**src/rtl/nand_seq_pkg.sv**
```systemverilog
package nand_seq_pkg;

    typedef enum logic [1:0] {
        OP_RESET  = 2'd0,
        OP_READID = 2'd1,
        OP_PAGE   = 2'd2,
        OP_BAD    = 2'd3
    } op_e;

    typedef enum logic [1:0] {
        BK_CMD  = 2'd0,
        BK_ADDR = 2'd1,
        BK_READ = 2'd2
    } bkind_e;

    typedef enum logic [2:0] {
        S_IDLE, S_CMD, S_ADDR, S_CONF, S_WAIT, S_READ, S_OUT, S_FIN
    } st_e;

    localparam logic [7:0] NC_RESET   = 8'hFF;
    localparam logic [7:0] NC_IDENT   = 8'h90;
    localparam logic [7:0] NC_PGREAD  = 8'h00;
    localparam logic [7:0] NC_CONFIRM = 8'h30;
    localparam logic [7:0] NC_ID_ADR  = 8'h00;

endpackage

```
**src/rtl/nand_addr_split.sv**
```systemverilog
module nand_addr_split #(
    parameter int COL_BITS = 12,
    parameter int ROW_BITS = 17,
    parameter int COL_CYC  = 2,
    parameter int ROW_CYC  = 3
) (
    input  logic [COL_BITS+ROW_BITS-1:0]      addr,
    output logic [COL_CYC+ROW_CYC-1:0][7:0]   cyc_bytes
);
    logic [8*COL_CYC-1:0] col_ext;
    logic [8*ROW_CYC-1:0] row_ext;

    // zero-extend so that bits above the field go out low
    always_comb begin
        col_ext = '0;
        row_ext = '0;
        col_ext[COL_BITS-1:0] = addr[COL_BITS-1:0];
        row_ext[ROW_BITS-1:0] = addr[COL_BITS+ROW_BITS-1:COL_BITS];
    end

    for (genvar i = 0; i < COL_CYC + ROW_CYC; i++) begin : g_cyc
        if (i < COL_CYC) begin : g_col
            assign cyc_bytes[i] = col_ext[8*i +: 8];
        end else begin : g_row
            assign cyc_bytes[i] = row_ext[8*(i-COL_CYC) +: 8];
        end
    end
endmodule

```
**src/rtl/nand_rdy_wait.sv**
```systemverilog
module nand_rdy_wait #(
    parameter int TMO_W = 16
) (
    input  logic             clk,
    input  logic             rst_n,
    input  logic             rb,
    input  logic             clr,
    input  logic             arm,
    input  logic [TMO_W-1:0] limit,
    output logic             flag,
    output logic             expired
);
    typedef struct packed {
        logic             rb;
        logic             flag;
        logic [TMO_W-1:0] cnt;
    } wregs_t;

    wregs_t q, d;

    always_comb begin
        d    = q;
        d.rb = rb;
        if (clr)
            d.flag = 1'b0;
        else if (rb && !q.rb)
            d.flag = 1'b1;
        if (!arm)
            d.cnt = '0;
        else if (q.cnt != limit)
            d.cnt = q.cnt + 1'b1;
    end

    always_ff @(posedge clk or negedge rst_n) begin
        if (!rst_n) begin
            q.rb   <= 1'b1;
            q.flag <= 1'b0;
            q.cnt  <= '0;
        end else begin
            q <= d;
        end
    end

    assign flag    = q.flag;
    assign expired = arm && (q.cnt == limit);

    p_rise_sets_flag_r6: assert property (@(posedge clk) disable iff (!rst_n)
        (!clr && $rose(rb)) |=> flag);
    p_clear_drops_flag_r6: assert property (@(posedge clk) disable iff (!rst_n)
        clr |=> !flag);
    p_flag_sticky_r6: assert property (@(posedge clk) disable iff (!rst_n)
        (flag && !clr) |=> flag);
endmodule

```
**src/rtl/nand_op_seq.sv**
```systemverilog
module nand_op_seq
    import nand_seq_pkg::*;
#(
    parameter int COL_BITS   = 12,
    parameter int ROW_BITS   = 17,
    parameter int PAGE_MAIN  = 2048,
    parameter int PAGE_SPARE = 64,
    parameter int ID_BYTES   = 4,
    parameter int TMO_W      = 16
) (
    input  logic                         clk,
    input  logic                         rst_n,
    input  logic                         start,
    input  logic [1:0]                   op,
    input  logic [COL_BITS+ROW_BITS-1:0] addr,
    input  logic [TMO_W-1:0]             tmo_limit,
    output logic                         busy,
    output logic                         done,
    output logic                         error,
    output logic                         ce_n,
    output logic                         bus_req,
    output logic [1:0]                   bus_kind,
    output logic [7:0]                   bus_wdata,
    input  logic                         bus_ack,
    input  logic [7:0]                   bus_rdata,
    input  logic                         rb,
    output logic                         out_valid,
    output logic [7:0]                   out_data,
    output logic                         out_last,
    input  logic                         out_ready
);
    localparam int ADDR_W     = COL_BITS + ROW_BITS;
    localparam int PAGE_TOTAL = PAGE_MAIN + PAGE_SPARE;
    localparam int CNT_W      = $clog2(PAGE_TOTAL + 1);
    localparam int COL_CYC    = (COL_BITS + 7) / 8;
    localparam int ROW_CYC    = (ROW_BITS + 7) / 8;
    localparam int ADDR_CYC   = COL_CYC + ROW_CYC;
    localparam int STEP_W     = $clog2(ADDR_CYC);

    typedef struct packed {
        st_e               st;
        op_e               op;
        logic [ADDR_W-1:0] adr;
        logic [STEP_W-1:0] step;
        logic [CNT_W-1:0]  rem;
        logic [7:0]        hold;
        logic              err;
    } regs_t;

    regs_t q, d;

    logic [ADDR_CYC-1:0][7:0] abytes;
    logic                     rdy_clr;
    logic                     rdy_flag;
    logic                     tmo_hit;
    logic                     wait_arm;
    logic                     col_oob;
    logic [CNT_W-1:0]         page_len;
    op_e                      op_in;

    nand_addr_split #(
        .COL_BITS(COL_BITS),
        .ROW_BITS(ROW_BITS),
        .COL_CYC (COL_CYC),
        .ROW_CYC (ROW_CYC)
    ) u_split (
        .addr     (q.adr),
        .cyc_bytes(abytes)
    );

    assign wait_arm = (q.st == S_WAIT);

    nand_rdy_wait #(.TMO_W(TMO_W)) u_wait (
        .clk    (clk),
        .rst_n  (rst_n),
        .rb     (rb),
        .clr    (rdy_clr),
        .arm    (wait_arm),
        .limit  (tmo_limit),
        .flag   (rdy_flag),
        .expired(tmo_hit)
    );

    assign op_in    = op_e'(op);
    assign col_oob  = int'(addr[COL_BITS-1:0]) >= PAGE_TOTAL;
    assign page_len = CNT_W'(PAGE_TOTAL - int'(q.adr[COL_BITS-1:0]));

    always_comb begin
        d       = q;
        rdy_clr = 1'b0;
        unique case (q.st)
            S_IDLE: begin
                if (start) begin
                    d.err  = 1'b0;
                    d.op   = op_in;
                    d.adr  = addr;
                    d.step = '0;
                    if (op_in == OP_BAD || (op_in == OP_PAGE && col_oob)) begin
                        d.err = 1'b1;
                        d.st  = S_FIN;
                    end else begin
                        d.st = S_CMD;
                    end
                end
            end
            S_CMD: begin
                rdy_clr = (q.op == OP_RESET);
                if (bus_ack)
                    d.st = (q.op == OP_RESET) ? S_WAIT : S_ADDR;
            end
            S_ADDR: begin
                if (bus_ack) begin
                    if (q.op == OP_READID) begin
                        d.st  = S_READ;
                        d.rem = CNT_W'(ID_BYTES);
                    end else if (q.step == STEP_W'(ADDR_CYC - 1)) begin
                        d.st = S_CONF;
                    end else begin
                        d.step = q.step + 1'b1;
                    end
                end
            end
            S_CONF: begin
                rdy_clr = 1'b1;
                if (bus_ack)
                    d.st = S_WAIT;
            end
            S_WAIT: begin
                if (rdy_flag) begin
                    if (q.op == OP_PAGE) begin
                        d.st  = S_READ;
                        d.rem = page_len;
                    end else begin
                        d.st = S_FIN;
                    end
                end else if (tmo_hit) begin
                    d.err = 1'b1;
                    d.st  = S_FIN;
                end
            end
            S_READ: begin
                if (bus_ack) begin
                    d.hold = bus_rdata;
                    d.st   = S_OUT;
                end
            end
            S_OUT: begin
                if (out_ready) begin
                    if (q.rem == CNT_W'(1)) begin
                        d.st = S_FIN;
                    end else begin
                        d.rem = q.rem - 1'b1;
                        d.st  = S_READ;
                    end
                end
            end
            S_FIN:   d.st = S_IDLE;
            default: d.st = S_IDLE;
        endcase
    end

    always_ff @(posedge clk or negedge rst_n) begin
        if (!rst_n) begin
            q.st   <= S_IDLE;
            q.op   <= OP_RESET;
            q.adr  <= '0;
            q.step <= '0;
            q.rem  <= '0;
            q.hold <= '0;
            q.err  <= 1'b0;
        end else begin
            q <= d;
        end
    end

    always_comb begin
        bus_wdata = 8'h00;
        bus_kind  = BK_CMD;
        unique case (q.st)
            S_CMD: begin
                if (q.op == OP_RESET)
                    bus_wdata = NC_RESET;
                else if (q.op == OP_READID)
                    bus_wdata = NC_IDENT;
                else
                    bus_wdata = NC_PGREAD;
            end
            S_ADDR: begin
                bus_kind  = BK_ADDR;
                bus_wdata = (q.op == OP_READID) ? NC_ID_ADR : abytes[q.step];
            end
            S_CONF:  bus_wdata = NC_CONFIRM;
            S_READ:  bus_kind  = BK_READ;
            default: bus_wdata = 8'h00;
        endcase
    end

    assign bus_req   = (q.st == S_CMD) || (q.st == S_ADDR) ||
                       (q.st == S_CONF) || (q.st == S_READ);
    assign ce_n      = (q.st == S_IDLE) || (q.st == S_FIN);
    assign busy      = (q.st != S_IDLE);
    assign done      = (q.st == S_FIN);
    assign error     = q.err;
    assign out_valid = (q.st == S_OUT);
    assign out_data  = q.hold;
    assign out_last  = (q.st == S_OUT) && (q.rem == CNT_W'(1));

    p_bus_hold_r3: assert property (@(posedge clk) disable iff (!rst_n)
        (bus_req && !bus_ack) |=> (bus_req && $stable(bus_wdata) && $stable(bus_kind)));
    p_out_hold_r8: assert property (@(posedge clk) disable iff (!rst_n)
        (out_valid && !out_ready) |=> (out_valid && $stable(out_data) && $stable(out_last)));
    p_timeout_err_r7: assert property (@(posedge clk) disable iff (!rst_n)
        (wait_arm && tmo_hit && !rdy_flag) |=> (done && error && !bus_req));
    p_reject_r10: assert property (@(posedge clk) disable iff (!rst_n)
        (!busy && start && op == 2'd3) |=> (done && error && ce_n));
    p_ce_on_accept_r9: assert property (@(posedge clk) disable iff (!rst_n)
        (!busy && start && op != 2'd3 && !col_oob) |=> (!ce_n && bus_req));
    p_id_no_wait_r2: assert property (@(posedge clk) disable iff (!rst_n)
        (q.st == S_ADDR && bus_ack && q.op == OP_READID) |=> (bus_req && bus_kind == BK_READ));
endmodule

```
**config.mk**
```make
export PLATFORM = sky130hd
export DESIGN_NAME = nand_op_seq
export DESIGN_NICKNAME = d
export VERILOG_FILES = /design/src/rtl/nand_seq_pkg.sv /design/src/rtl/nand_addr_split.sv /design/src/rtl/nand_rdy_wait.sv /design/src/rtl/nand_op_seq.sv
export SDC_FILE = /design/constraint.sdc
export NUM_CORES = 1
export LEC_CHECK = 0
export BUFFER_PORTS_ARGS = -buffer_cell sky130_fd_sc_hd__buf_4
export CORE_ASPECT_RATIO = 1.5
export CORE_UTILIZATION = 40
export DETAILED_ROUTE_END_ITERATION = 10
export PLACE_DENSITY = 0.66
export SKIP_CTS_REPAIR_TIMING = 1
export SLEW_MARGIN = 20
export SYNTH_ARGS = -nofsm -noshare
export SYNTH_HDL_FRONTEND = slang
export SYNTH_SLANG_ARGS = --single-unit
```
**constraint.sdc**
```tcl
create_clock -name clk -period 7.31 [get_ports clk]
set_input_delay 0.731 -clock clk [delete_from_list [all_inputs] [get_ports clk]]
set_output_delay 0.731 -clock clk [all_outputs]
set_load 0.01 [all_outputs]
```
# Yosys cells after proc, flatten, opt, wreduce, memory -nomap -nowiden
# Cells that the tools add are included.
# word_totals
ff_bits	76
latch_bits	0
ramBits	0
romBits	0
inputBits	61
mem_count	0
# op_classes
n_addsub	4
multipliers	0
div_mod_pow	0
order_cmp	2
eq_ne	32
shift	0
mux	42
n_bitwise	0
n_reduce_logical	23
# op_table
cell	count
12-bit 2-to-1 mux	5
3-bit 2-to-1 mux	13
37-bit 2-to-1 mux	1
12-bit one-hot mux with 3 select lines	1
16-bit 2-to-1 mux	2
8-bit 2-to-1 mux	4
2-bit inequality test, second input constant	14
8-bit binary-select mux with 3-bit select	1
3-bit one-hot mux with 8 select lines	1
8-bit one-hot mux with 3 select lines	1
16-bit by 1-bit adder with 16-bit output, second input constant	1
16-bit == test	1
16-bit inequality test	1
3-bit == test, second input constant	5
15-bit 2-to-1 mux	1
12-bit by 1-bit == test with 1-bit output, second input constant	1
12-bit >= comparator, second input constant	1
12-bit by 1-bit subtractor with 12-bit output, second input constant	1
12-bit subtractor, first input constant	1
8-bit AND reduction	1
7-bit AND reduction	1
2-bit == test, second input constant	3
3-bit by 2-bit == test with 1-bit output, second input constant	2
1-bit 2-to-1 mux	6
20 further kinds	34

# Depth between registers and ports, before layout
# Gate-level depths: netlist (run 1).
# logic_depth
ltp_word	6
ltp_mapped	10

# By module
# A second synthesis (run 1) with hierarchy kept.
# hier_totals
cells_unflattened	509
area_unflattened_um2	5032.3
# modules_own_cells
module	instances	cells_each	area_per_inst_um2	seq_area_each_um2
nand_op_seq	1	330	3445.8	1451.4
nand_rdy_wait	1	138	1282.5	451.7
nand_addr_split	1	41	304.0	0.0

# Worst setup path before layout (run 1)
# OpenSTA, ideal clock, no wires.
# synth_path
kind	register to output
startpoint	register q[55] (netlist bit)
endpoint	output bus_wdata[4]
arrival_time_ps	1817
path_slack_ps	4762
stages_incl_launch_ff	9
path_cell_list	dfrtp_1 clkbuf_2 nor3b_2 nand2_1 or2_2 clkbuf_1 nor2_1 a21oi_1 nor3_1
# synth_via
elab_chain_cells	2
# synth_lines
element	line	source
start, declared	nand_op_seq.sv:50	regs_t q, d;
3-bit by 2-bit == test with 1-bit output / 3-bit by 1-bit == test with 1-bit output (equally long branches)	nand_op_seq.sv:179	unique case (q.st)
8-bit one-hot mux with 3 select lines (*)	nand_op_seq.sv:179	
end, declared	nand_op_seq.sv:23	output logic [7:0] bus_wdata,
# Mark *: on every way between the ends. The rest lies on a longest branch, timed or not.

# Worst setup path in the final report (run 1)
# layout_path
startpoint	register q[56] (netlist bit)
endpoint	output bus_wdata[4]
# The elaborated chain is that of the path after synthesis.

==> impl_results.md, run 1 <==
* I/O Buffers at 85
* Final setup TNS at 0 ps
* Core ar. at 0.01065 mm²
* Clock network fraction of design power at 0.207
* Distinct cells, synth at 60
* Reg2reg end: q[23]
* RSZ-0062 raised after global routing: false
* Max-Cap Viols at 0
* Worst Skew at 2.929 ps
* GR Util met1 at 0.2237
* Min-Delay Path Class: in2async
* Avg Synthesized Cell Area at 10.26 µm²
* Nets at 566
* FF-to-FF Start: q[22]
* Int Power at 1.346 mW
* Post-route insts no fill at 648
* Final GP Congestion at 0.9006
* Initial antenna violation count at 0
* VDD IR-drop max at 240.1 µV
* Cell taking the most area after synthesis: dfrtp_1
* Power Dens Cells at 408.3 mW/mm²
* Flop2flop setup slack at 4640 ps
* CTS root buf: clkbuf_16
* Sw Ratio at 0.3908
* DIE AREA at 0.01141 mm²
* Startpoint class of the critical path: flop
* CP Cell Sequence: nor3b_2 -> nand2_1 -> or2_2 -> nor2_1 -> a21oi_1 -> nor3_1 -> buf_4
* Ys Warns at 0
* Syn Nets at 495
* Total track usage at 0.1977
* Final Instance Area at 0.005413 mm²
* Post-synth top area share at 0.4272
* Worst-Margin Slew at 979.2 ps
* Final setup viols at 0
* Cells after DPL at 631
* Status: finished clean
* Length of the first detailed-routing pass in iterations at 5
* Clock Tree Buf Depth at 2
* Hpwl dp at 7.818 mm
* Min Tclk post-route at 3288 ps
* Asr flop ratio synth at 1.000
* M2 GR Usage at 0.3428
* DRC viols at 0
* Synthesized flop and latch total at 76
* Seq pwr share at 0.361
* Critical Path Fanout Max at 19
* Area Growth Syn to Fin at 23.21%
* Ant diodes at 0
* Met3 Use GR at 0.04301
* CP peak stage delay at 700 ps
* Crit Path Category: reg2out
* Post-Route WL at 10.60 mm
* # H-tree levels at 3
* Slew headroom at 0.3423
* Final-layout fill cell count at 1006
* I/O pin total at 86
* Top post-synthesis cells by area: dfrtp_1, mux2_2, xnor2_1
* Final hold vios at 0
* CTS buffer count at 9
* CP required at 6580 ps
* Comb power frac at 0.432
* Crit end category: output pin
* Sequential area share after synthesis at 0.4332
* Iter 0 DRT Violations at 124
* Clk Latency, worst-skew pair at 330 ps
* Row count at 46
* Die Span X at 87.57 µm
* First-pass GRT wire length at 17.00 mm
* Net switching power at 0.8635 mW
* Largest net degree at the start of global routing at 77
* Via count at 3542
* Slowest cell on crit path: dfrtp_1
* Fmax at 304.2 MHz
* EDFF count, synth at 0
* WP data arrival at 2560 ps
* Routed Antenna Nets at 0
* Fin crit share at 0.4498
* Via density at 5.466
* Most used DFF post-synth: dfrtp_1
* Clock transition at path regs at 60 ps
* Top Usage Layer GRT: met2
* Die H at 130.4 µm
* Number of global-route vias before repair at 3446
* Gr ovfl total at 0
* Syn Inst Count at 428
* Share of layout cells above drive strength 1 at 0.3095
* Initial Util at 0.4126
* CTS tree: built
* Mapped Area at 0.004393 mm²
* Dpl cell area at 0.005072 mm²
* Final Max Tran Viols at 0
* Reg2reg path depth at 8
* Leak at 2.319 nW
* Clock Sinks at 76
* Wire per inst at 16.35 µm
-- cell usage after synthesis, types with 8 or more instances --
master    instances
a21oi_1          12
buf_2             8
buf_4             8
clkbuf_1          8
dfrtp_1          75
inv_1            13
mux2_2           37
mux2i_1           8
nand2_1          25
nand4_1           8
nor2_1           40
nor3_1           22
o21ai_0          27
xnor2_1          32
xor2_1            9
-- state kept, by name (all words and copies together) (netlist names) --
signal / flops
error: 1
out_data: 8
q: 49
u_wait.flag: 1
u_wait.q: 17
-- layout make-up --
cell class,instances,area [µm²],area share
Clock buffer,11,252.7,0.04669
Clock inverter,5,60.06,0.01110
Inverter,15,56.30,0.01040
Multi-Input combinational cell,311,2295,0.4239
Sequential cell,76,1903,0.3516
Tap cell,144,180.2,0.03329
Timing Repair Buffer,86,665.6,0.1230
-- power groups by stage --
stage	Clock, mW	Combinational (mW)	Sequential (mW)
floorplan	0	0.774	0.698
global placement	0	0.933	0.793
detailed placement	0	0.947	0.803
CTS	0.466	0.959	0.797
global route	0.484	1.05	0.824
finish	0.458	0.954	0.798
-- routing by layer --
| layer | part of all wire | up-vias |
|---|---|---|
| met5 | 0 | - |
| met4 | 0.036 | 0 |
| met3 | 0.044 | 24 |
| met2 | 0.53 | 124 |
| met1 | 0.39 | 1722 |
| li1 | - | 1672 |
-- logic make-up after synthesis --
kind of cell,count (synthesis),synth area share
compound gates,72,0.1071
xor+xnor,41,0.08174
fa+ha+maj,6,0.01709
buf+inv,41,0.04443
flops,76,0.4332
mux,49,0.1336
simple gates,143,0.1829
-- critical path: cells and delay by family, from the launching register on --
family	cells	cell delay, ps
buf+inv	1	180
flops	1	700
simple gates	5	1270
compound gates	1	50
-- through the flow --
stage | power, mW | utilization | setup slack (ps) | hold WS [ps]
2_1_floorplan | 1.472 | - | 4762 | 435.4
3_3_place_gp | 1.726 | 0.4764 | 4464 | 488.3
3_5_place_dp | 1.749 | 0.4764 | 4395 | 493.5
4_1_cts | 2.222 | 0.5058 | 4023 | 503.7
5_1_grt | 2.357 | 0.5083 | 3806 | 288.9
6_report | 2.210 | 0.5083 | 4022 | 280.4
-- layout by cell type, fill, tap and decap left out, types with 8 or more instances in the layout --
cell       count
nand2_1       25
buf_4         85
nor2_1        40
o21ai_0       27
a21oi_1       12
xnor2_1       32
mux2i_1        8
nand4_1        8
dfrtp_1       75
clkbuf_16      9
xor2_1         9
nor3_1        22
inv_1         13
mux2_2        37
-- how the worst max path moves through the flow --
stage / start / to / slack (ps) / depth (start not counted)
final: q[56] / bus_wdata[4] / 4020 / 7
after global routing: q[56] / bus_wdata[4] / 3810 / 7
after floorplan: q[55] / bus_wdata[4] / 4760 / 8
after global placement: q[56] / bus_wdata[4] / 4460 / 7
after detailed placement: q[56] / bus_wdata[4] / 4390 / 7
after CTS: q[56] / bus_wdata[4] / 4020 / 7
Note: power is estimated with default switching activity, not from simulation.
==> run 2, diff against run 1 <==
--- a/config.mk
+++ b/config.mk
@@ -9,7 +9,7 @@
 export CORE_ASPECT_RATIO = 1.5
 export CORE_UTILIZATION = 40
 export DETAILED_ROUTE_END_ITERATION = 10
-export PLACE_DENSITY = 0.66
+export PLACE_DENSITY = 0.68
 export SKIP_CTS_REPAIR_TIMING = 1
 export SLEW_MARGIN = 20
 export SYNTH_ARGS = -nofsm -noshare
==> constraint.sdc (replaced) <==
create_clock -name clk -period 2.9 [get_ports clk]
set_input_delay 0.29 -clock clk [delete_from_list [all_inputs] [get_ports clk]]
set_output_delay 0.29 -clock clk [all_outputs]
set_load 0.01 [all_outputs]
==> run 2 against run 1 <==
  * Register-to-register slack got worse by 4000 ps
  * Setup slack lost 3700 ps
  * Critical path depth is the same
  * First-iteration DRC count up 17%
  * Total power grew to 2.5 times the previous value
  * Core utilization grew 0.28 points
  * Non-clock buffer count grew 7
  * Flip-flop and latch count unchanged
  * Count of clock-buffer cells in the layout is 1 lower
  * Die area stayed put
  * Routed wire length down 2.2%
  * Largest power group unchanged
==> impl_results.md, run 2 (synthesis results as in run 1) <==
* Status: finished clean
* Min-delay src: rb
* Max-Cap Viols at 0
* Worst Path Buf+Inv at 1
* Routed Antenna Nets at 0
* Met3 wire length at 477 µm
* Final setup viols at 0
* Hpwl dp at 7.743 mm
* Net switching power at 2.179 mW
* Final Instance Area at 0.005443 mm²
* Final hold vios at 0
* Row count at 46
* Initial Util at 0.4126
* Sw Ratio at 0.3892
* Largest Register: q
* Final Max Tran Viols at 0
* Number of global-route vias before repair at 3557
* VDD IR-drop max at 551.4 µV
* Comb power frac at 0.447
* Int Power at 3.421 mW
* RSZ-0062 raised after global routing: false
* Number of flip-flops in the largest register at 49
* Fmax at 386.0 MHz
* Clk Latency, worst-skew pair at 340 ps
* Min-Delay Path Class: in2reg
* Flop2flop setup slack at 670 ps
* Slowest cell on crit path: dfrtp_1
* Final setup TNS at 0 ps
* Clock Tree Buf Depth at 2
* Wire per inst at 15.81 µm
* Length of the first detailed-routing pass in iterations at 4
* Via count at 3495
* Worst Skew at 3.384 ps
* WHS Endpoint: u_wait.q[17]
* Die Span X at 87.57 µm
* Reg2reg end: q[56]
* CTS tree: built
* CP peak stage delay at 550 ps
* Power Dens Cells at 1029 mW/mm²
* Total power at 5.600 mW
* Fin crit share at 0.8933
* CTS root buf: clkbuf_16
* Seq pwr share at 0.345
* Core ar. at 0.01065 mm²
* Clock network fraction of design power at 0.208
* Crit Path Category: reg2out
* Leak at 2.341 nW
* Startpoint class of the critical path: flop
* First-pass GRT wire length at 17.08 mm
* Area Growth Syn to Fin at 23.90%
* Dpl cell area at 0.005132 mm²
* Final GP Congestion at 0.8854
* WHS Path Cells at 1
* Commonest cells after routing, fill and taps aside: buf_4, dfrtp_1, nor2_1
* I/O Buffers at 85
* Commonest non-fill, non-tap cell in the layout: buf_4
* Crit end category: output pin
* Max layer used: met4
* Post-Route WL at 10.36 mm
* Crit path max-delay family: simple AND/OR/NAND/NOR gates
* Slew headroom at 0.3654
* Routed wire length on met2 at 5.327 mm
* CP Cell Sequence: nor3b_2 -> nand2_1 -> or2_2 -> nor2_1 -> a21oi_1 -> nor3_1 -> buf_4
* Clock transition at path regs at 60 ps
* CP required at 2610 ps
* Reg2reg path depth at 8
* Ant diodes at 0
* DIE AREA at 0.01141 mm²
* Die H at 130.4 µm
* # H-tree levels at 3
* Clock Sinks at 76
* WP data arrival at 2300 ps
* Total track usage at 0.1980
* M1 WL at 4.240 mm
* Critical Path Fanout Max at 13
* Iter 0 DRT Violations at 145
* Min Tclk post-route at 2591 ps
* Largest net degree at the start of global routing at 77
* Via density at 5.336
* DRC viols at 0
* CTS buffer count at 9
* FF-to-FF Start: q[55]
* I/O pin total at 86
* Nets at 573
* Final Util at 0.5112
* Initial antenna violation count at 0
* Worst-Margin Slew at 951.9 ps
* Share of layout cells above drive strength 1 at 0.3190
* Gr ovfl total at 0
-- run 2: cell type report --
cell class | count | area [µm²]
clock buffer | 10 | 239.0
fill | 974 | 5205
sequential | 76 | 1903
timing repair buffer | 93 | 698.2
inverter | 15 | 56.30
clock inverter | 6 | 71.32
tap | 144 | 180.2
multi-input combinational | 311 | 2295
-- run 2: stage by stage --
step                      hold slack, ps  cells  setup WS [ps]
after floorplan                   -5.591    428          429.1
after global placement             408.4    639          705.1
after detailed placement           407.2    639          660.4
after CTS                          50.92    655          292.7
after global routing               49.22    655          126.6
final                              57.60    655          309.4
-- run 2: layer usage --
| metal | up-vias | global-route usage |
|---|---|---|
| li1 | 1693 | - |
| met1 | 1677 | 0.2279 |
| met2 | 106 | 0.3438 |
| met3 | 19 | 0.04491 |
| met4 | 0 | 0.09643 |
| met5 | - | 0 |
-- run 2: how the worst max path moves through the flow --
stage | startpoint | to | slack (ps) | depth (start not counted)
5_1_grt | q[56] | bus_wdata[4] | 130 | 7
2_1_floorplan | q[21] | q[23] | 430 | 10
3_3_place_gp | q[57] | q[13] | 710 | 8
6_report | q[56] | bus_wdata[4] | 310 | 7
3_5_place_dp | q[55] | q[56] | 660 | 8
4_1_cts | q[56] | bus_wdata[2] | 290 | 5
-- run 2: power by group through the flow --
| stage | Clock (mW) | Sequential (mW) | Combinational (mW) |
|---|---|---|---|
| after floorplan | 0 | 1.76 | 1.95 |
| after global placement | 0 | 1.92 | 2.47 |
| after detailed placement | 0 | 1.95 | 2.52 |
| after CTS | 1.19 | 1.93 | 2.53 |
| after global routing | 1.24 | 2.00 | 2.78 |
| final | 1.17 | 1.93 | 2.50 |
